File: config.mk
export PLATFORM = sky130hd
export DESIGN_NAME = ext_irq_sense
export DESIGN_NICKNAME = d
export VERILOG_FILES = /design/src/rtl/eirq_pkg.sv /design/src/rtl/eirq_sync.sv /design/src/rtl/eirq_detect.sv /design/src/rtl/ext_irq_sense.sv
export SDC_FILE = /design/constraint.sdc
export NUM_CORES = 1
export LEC_CHECK = 0
export ABC_AREA = 1
export CORE_ASPECT_RATIO = 0.6
export CORE_UTILIZATION = 40
export CTS_BUF_LIST = sky130_fd_sc_hd__clkbuf_8
export DETAILED_ROUTE_END_ITERATION = 8
export GPL_TIMING_DRIVEN = 0
export PLACE_DENSITY = 0.66
export RECOVER_POWER = 100
export SLEW_MARGIN = 30
export SYNTH_ARGS = -nofsm -noshare
export SYNTH_HDL_FRONTEND = slang
export SYNTH_SLANG_ARGS = --single-unit
File: constraint.sdc
create_clock -name clk_i -period 1.5 [get_ports clk_i]
set_input_delay 0.15 -clock clk_i [delete_from_list [all_inputs] [get_ports clk_i]]
set_output_delay 0.15 -clock clk_i [all_outputs]
set_load 0.01 [all_outputs]
File: src/rtl/eirq_pkg.sv
package eirq_pkg;
  typedef enum logic [1:0] {
    SNS_LOW  = 2'd0,
    SNS_FALL = 2'd1,
    SNS_RISE = 2'd2,
    SNS_BOTH = 2'd3
  } sense_e;

  localparam int OFF_NMI   = 0;
  localparam int OFF_SENSE = 2;
  localparam int OFF_REQ   = 4;

  localparam int NMI_LVL_BIT  = 15;
  localparam int NMI_EDGE_BIT = 8;
  localparam int NMI_FLAG_BIT = 1;
endpackage

File: src/rtl/eirq_sync.sv
module eirq_sync #(
  parameter int W = 1
) (
  input  logic         clk_i,
  input  logic         rst_ni,
  input  logic [W-1:0] d_i,
  output logic [W-1:0] q_o
);
  logic [W-1:0] s1_q, s2_q;

  // reset to idle-high so no edge or level is seen out of reset
  always_ff @(posedge clk_i or negedge rst_ni) begin
    if (!rst_ni) begin
      s1_q <= '1;
      s2_q <= '1;
    end else begin
      s1_q <= d_i;
      s2_q <= s1_q;
    end
  end

  assign q_o = s2_q;
endmodule

File: src/rtl/eirq_detect.sv
module eirq_detect
  import eirq_pkg::*;
(
  input  logic   clk_i,
  input  logic   rst_ni,
  input  logic   lvl_i,
  input  sense_e mode_i,
  output logic   evt_o
);
  logic prev_q;

  always_ff @(posedge clk_i or negedge rst_ni) begin
    if (!rst_ni) prev_q <= 1'b1;
    else         prev_q <= lvl_i;
  end

  always_comb begin
    unique case (mode_i)
      SNS_LOW:  evt_o = ~lvl_i;
      SNS_FALL: evt_o = prev_q & ~lvl_i;
      SNS_RISE: evt_o = ~prev_q & lvl_i;
      SNS_BOTH: evt_o = prev_q ^ lvl_i;
      default:  evt_o = 1'b0;
    endcase
  end
endmodule

File: src/rtl/ext_irq_sense.sv
module ext_irq_sense
  import eirq_pkg::*;
#(
  parameter int NUM_IRQ = 8,
  parameter int DATA_W  = 16,
  parameter int ADDR_W  = 3
) (
  input  logic               clk_i,
  input  logic               rst_ni,
  input  logic [NUM_IRQ-1:0] irq_pin_i,
  input  logic               nmi_pin_i,
  input  logic               bus_sel_i,
  input  logic               bus_wr_i,
  input  logic [ADDR_W-1:0]  bus_addr_i,
  input  logic [DATA_W-1:0]  bus_wdata_i,
  output logic [DATA_W-1:0]  bus_rdata_o,
  output logic [NUM_IRQ-1:0] irq_req_o,
  output logic               nmi_req_o
);
  localparam int NUM_IN  = NUM_IRQ + 1;
  localparam int SENSE_W = 2 * NUM_IRQ;

  logic [NUM_IN-1:0]  pins_sync;
  logic [NUM_IRQ-1:0] irq_lvl, irq_evt, pend_q, req_clr;
  logic [SENSE_W-1:0] sense_q;
  logic               nmi_lvl, nmi_evt, nmi_edge_q, nmi_flag_q, nmi_clr;
  sense_e             nmi_mode;
  logic               acc_nmi, acc_sense, acc_req;
  logic               wr_nmi, wr_sense, wr_req;

  eirq_sync #(.W(NUM_IN)) u_sync (
    .clk_i  (clk_i),
    .rst_ni (rst_ni),
    .d_i    ({nmi_pin_i, irq_pin_i}),
    .q_o    (pins_sync)
  );

  assign irq_lvl = pins_sync[NUM_IRQ-1:0];
  assign nmi_lvl = pins_sync[NUM_IRQ];

  for (genvar g = 0; g < NUM_IRQ; g++) begin : g_irq
    eirq_detect u_det (
      .clk_i  (clk_i),
      .rst_ni (rst_ni),
      .lvl_i  (irq_lvl[g]),
      .mode_i (sense_e'(sense_q[2*g +: 2])),
      .evt_o  (irq_evt[g])
    );
  end

  assign nmi_mode = nmi_edge_q ? SNS_RISE : SNS_FALL;

  eirq_detect u_nmi_det (
    .clk_i  (clk_i),
    .rst_ni (rst_ni),
    .lvl_i  (nmi_lvl),
    .mode_i (nmi_mode),
    .evt_o  (nmi_evt)
  );

  assign acc_nmi   = (bus_addr_i == ADDR_W'(OFF_NMI));
  assign acc_sense = (bus_addr_i == ADDR_W'(OFF_SENSE));
  assign acc_req   = (bus_addr_i == ADDR_W'(OFF_REQ));
  assign wr_nmi    = bus_sel_i & bus_wr_i & acc_nmi;
  assign wr_sense  = bus_sel_i & bus_wr_i & acc_sense;
  assign wr_req    = bus_sel_i & bus_wr_i & acc_req;

  // write-0-to-clear; a same-cycle event wins
  assign req_clr = wr_req ? ~bus_wdata_i[NUM_IRQ-1:0] : '0;
  assign nmi_clr = wr_nmi & ~bus_wdata_i[NMI_FLAG_BIT];

  always_ff @(posedge clk_i or negedge rst_ni) begin
    if (!rst_ni) begin
      pend_q     <= '0;
      sense_q    <= '0;
      nmi_edge_q <= 1'b0;
      nmi_flag_q <= 1'b0;
    end else begin
      pend_q     <= (pend_q & ~req_clr) | irq_evt;
      nmi_flag_q <= (nmi_flag_q & ~nmi_clr) | nmi_evt;
      if (wr_sense) sense_q    <= bus_wdata_i[SENSE_W-1:0];
      if (wr_nmi)   nmi_edge_q <= bus_wdata_i[NMI_EDGE_BIT];
    end
  end

  always_comb begin
    bus_rdata_o = '0;
    if (acc_nmi) begin
      bus_rdata_o[NMI_LVL_BIT]  = nmi_lvl;
      bus_rdata_o[NMI_EDGE_BIT] = nmi_edge_q;
      bus_rdata_o[NMI_FLAG_BIT] = nmi_flag_q;
    end else if (acc_sense) begin
      bus_rdata_o[SENSE_W-1:0] = sense_q;
    end else if (acc_req) begin
      bus_rdata_o[NUM_IRQ-1:0] = pend_q;
    end
  end

  assign irq_req_o = pend_q;
  assign nmi_req_o = nmi_flag_q;
endmodule

==> out/summary.txt <==
CLOCK NETWORK
-------------------------------------------------------------------------------------
Cell at the root of the clock tree                                           clkbuf_8
Insertion delay of the later-clocked pin in the worst-skew pair               0.30 ns
TritonCTS clock tree                                                             done
TritonCTS Buffers                                                                   5
Maximum clock insertion buffer count                                                2
Reg clk slew, reported paths                                                  0.10 ns
Deepest level of the CTS H-tree                                                     2
Number of sinks on the clock net                                                   53

TIMING
-------------------------------------------------------------------------------------
Highest clock rate                                                            693 MHz
Relative slew slack                                                             56.1%
Final number of setup-violating endpoints                                           0
Minimum clock period after layout                                             1.44 ns
Final Max Tran Viols                                                                0
Hold violation count in the final report                                            0
Post-route fraction of the period consumed by the critical path                 96.2%
Least-Margin Pin Slew                                                        0.658 ns
Setup clock skew after layout                                              0.00978 ns
Unrepaired setup endpoints after global routing                                 false
Worst setup margin                                                          0.0570 ns

POWER
-------------------------------------------------------------------------------------
Leakage power summed over all cells                                           1.85 nW
Largest vdd supply drop                                                      0.415 mV
PD cells                                                                  974 nW/um^2
Overall power of the completed layout                                         3.37 mW

ROUTING
-------------------------------------------------------------------------------------
Total DRC errors in the routed layout                                               0
Vias post-DR                                                                     2142
Via density per instance                                                         4.55
Routed Wire Length                                                            5640 um
Average wire length per cell after detail routing                             12.0 um
Post-route ant nets                                                                 0
Count of routing violations after the opening detailed-route iteration             99
Number of iterations in the first detailed-routing pass                             4

SYNTH
-------------------------------------------------------------------------------------
Async SR Flop Fraction                                                           100%
Cell with the most instances after synthesis                                  nand2_1
Number of flops mapped to enable cells by yosys                                     0
Unique cell type count in the Yosys netlist                                        19
Cell count after synthesis                                                        315
Syn Area/Cell                                                              8.34 sq um
Prevailing post-synth register cell                                           dfstp_2
Number of nets in the synthesized netlist                                         363
Ys Warns                                                                            0
Area share of the largest cell type after synthesis                             27.0%
Proportion of synthesized chip area in sequential cells                         51.8%
Most area-hungry cell type in the Yosys netlist                               dfstp_2
Seq cells post-synth                                                               53
Top cell types by occurrence after synthesis                             nand2_1 (120), inv_1 (67), dfstp_2 (27)
Post-Syn Area                                                              2630 sq um
Cell types with the largest area share after synthesis                   dfstp_2 (27%), dfrtp_1 (25%), nand2_1 (17%), inv_1 (9.6%), ha_1 (7.6%)

GLOBAL ROUTE
-------------------------------------------------------------------------------------
Global routing usage on met3                                                    4.23%
Most used routing layer                                                          met2
Remaining global-route overflow                                                     0
Met2 capacity usage during global routing                                       26.9%
Met1 global-route usage                                                         26.5%
Largest net degree at the start of global routing                                  30
Number of antenna violations at the first check in global routing                   0
Global router's overall resource usage                                          18.0%
Via count of the first global-routing pass                                       2003
Global-route wire length before repair                                        9550 um

PLACED DESIGN
-------------------------------------------------------------------------------------
Count of input and output buffers                                                  55
Last weighted congestion value of the routability-driven placer                 0.784
Final HPWL DP                                                                 4240 um
Pre-CTS setup slack                                                         -0.748 ns
DP Cell Count                                                                     455

FINISH
-------------------------------------------------------------------------------------
Number of antenna cells inserted                                                    0
Utilization of the core after routing                                           55.7%
Share of final-layout standard cells stronger than drive strength 1             12.4%
Final-layout fill cell count                                                      611
Sequential standard cell area                                              1360 sq um
Final Non-Filler Cells                                                            471
Number of nets in the final layout                                                434
Layout overhead on the synthesized area                                         31.8%
Area used by multi-input combinational logic                                956 sq um

WORST SETUP PATH
-------------------------------------------------------------------------------------
Slowest cell on the critical path                                        dlygate4sd3_1
Crit path DAT                                                                 1.29 ns
Cells along the critical path                                            dlygate4sd3_1
Endpoint type of the worst setup path                                     output port
Delay contributed by the slowest stage of the critical path                   0.60 ns
Total buffers and inverters traversed by the critical path                          1
Number of logic stages on the critical path including buffering                     1
Crit path launch type                                                            flop
Kind of cell with the highest combined delay on the critical path        buffers and inverters
Top fanout value on the critical path                                               3
CP Data Required Time                                                         1.35 ns
Depth of the worst register-to-register path                                        7
Path type of the worst setup path                                        flop to output port

FLOORPLANNING
-------------------------------------------------------------------------------------
Starting density of the core                                                    42.2%
Die boundary height                                                           64.8 um
Number of rows in the core area                                                    22
Core region area                                                           6220 sq um
I/O pin cnt                                                                        57
Die Width                                                                      107 um
Die area                                                                   6910 sq um

JOB
-------------------------------------------------------------------------------------
Max-Cap Viols                                                                       0

HOLD PATH
-------------------------------------------------------------------------------------
Class of the most critical hold timing path                              primary input to flop
Number of cells traversed by the worst hold path                                    4

RUN STATUS
-------------------------------------------------------------------------------------
Status                                                                      completed

==> through the flow <==
stage          setup TNS, ns  cell area [sq um]  hold WS (ns)
3_5_place_dp           -9.19               3300        0.0831
5_1_grt                    0               3460         0.202
3_3_place_gp          -63.67               3280         0.346
4_1_cts                    0               3460         0.172
2_1_floorplan              0               2630        -0.146
6_report                   0               3460         0.185
==> cell usage in the layout, fill, tap and decap left out, types with 2 or more instances in the layout <==
cell type        netlist  final
inv_2                  2      2
nor2_1                 9      9
dlygate4sd3_1          0     12
buf_6                  3      4
o21ai_1                0      2
dfstp_1                0     10
o22ai_1                2      2
buf_4                  0      7
buf_12                 0      2
clkdlybuf4s50_1        0     24
ha_1                  16     16
inv_1                 67     67
clkbuf_2               0      2
dfrtp_1               26     26
nand3_1               18     18
dfstp_2               27     17
o21ai_0                8      6
dlygate4sd2_1          0     14
nand2_1              120    120
clkbuf_1               0      2
clkbuf_8               0      6
nand4_1                9      9
==> cells by family (layout without fill, tap and decap cells) <==
kind of cell / Yosys count / in the layout / synth area share [%]
simple gates: 161 / 161 / 26.8
buf+inv: 75 / 147 / 11.9
flops: 53 / 53 / 51.8
fa+ha+maj: 16 / 16 / 7.62
compound gates: 10 / 10 / 2.00
==> power breakdown <==
part | internal (mW) | total [mW] | switching [mW]
Clock | 0.543 | 1.01 | 0.464
Sequential | 1.59 | 1.70 | 0.112
Combinational | 0.297 | 0.662 | 0.365
==> routing by layer <==
metal  up-vias  wire length (um)  share of wire (%)
li1       1076                 -                  -
met1       993              2850                 51
met2        71              2370                 42
met3         2               381                6.8
met4         0                36               0.64
met5         -                 0                  0
==> sequential cells by signal, indices dropped and copies added (netlist names) <==
name                flops
irq_req_o               8
nmi_req_o               1
nmi_edge_q              1
u_sync.q_o              9
u_nmi_det.prev_q        1
sense_q                16
u_sync.s1_q             9
g_irq.u_det.prev_q      8
==> path summary, 6_finish.rpt <==
path                                        from                    end  slack, ns
min in group asynchronous                 rst_ni              nmi_req_o       0.40
max reg2reg                g_irq[0].u_det.prev_q           irq_req_o[0]       0.26
min reg2reg                       u_sync.s1_q[2]          u_sync.q_o[2]       0.36
max                                 irq_req_o[2]           irq_req_o[2]       0.06
min                                bus_addr_i[2]           irq_req_o[4]       0.18
max in group asynchronous                 rst_ni  g_irq[2].u_det.prev_q       0.44
==> timing repair <==
item,4_1_cts,5_1_grt
gates resized for setup,30,4
setup endpoints to repair,16,4
hold endpoints to repair,15,0
pin swaps,2,0
setup buffers,5,2
hold buffers,1,0
==> cell type report <==
type | instances | share of cell area (%)
Buffer | 5 | 1.52
Clock buffer | 6 | 2.39
Clock inverter | 2 | 1.08
Inverter | 70 | 7.73
Multi-Input combinational cell | 187 | 27.6
Sequential cell | 53 | 39.3
Tap cell | 84 | 3.04
Timing Repair Buffer | 64 | 17.3
(Power assumes the default switching activity.)
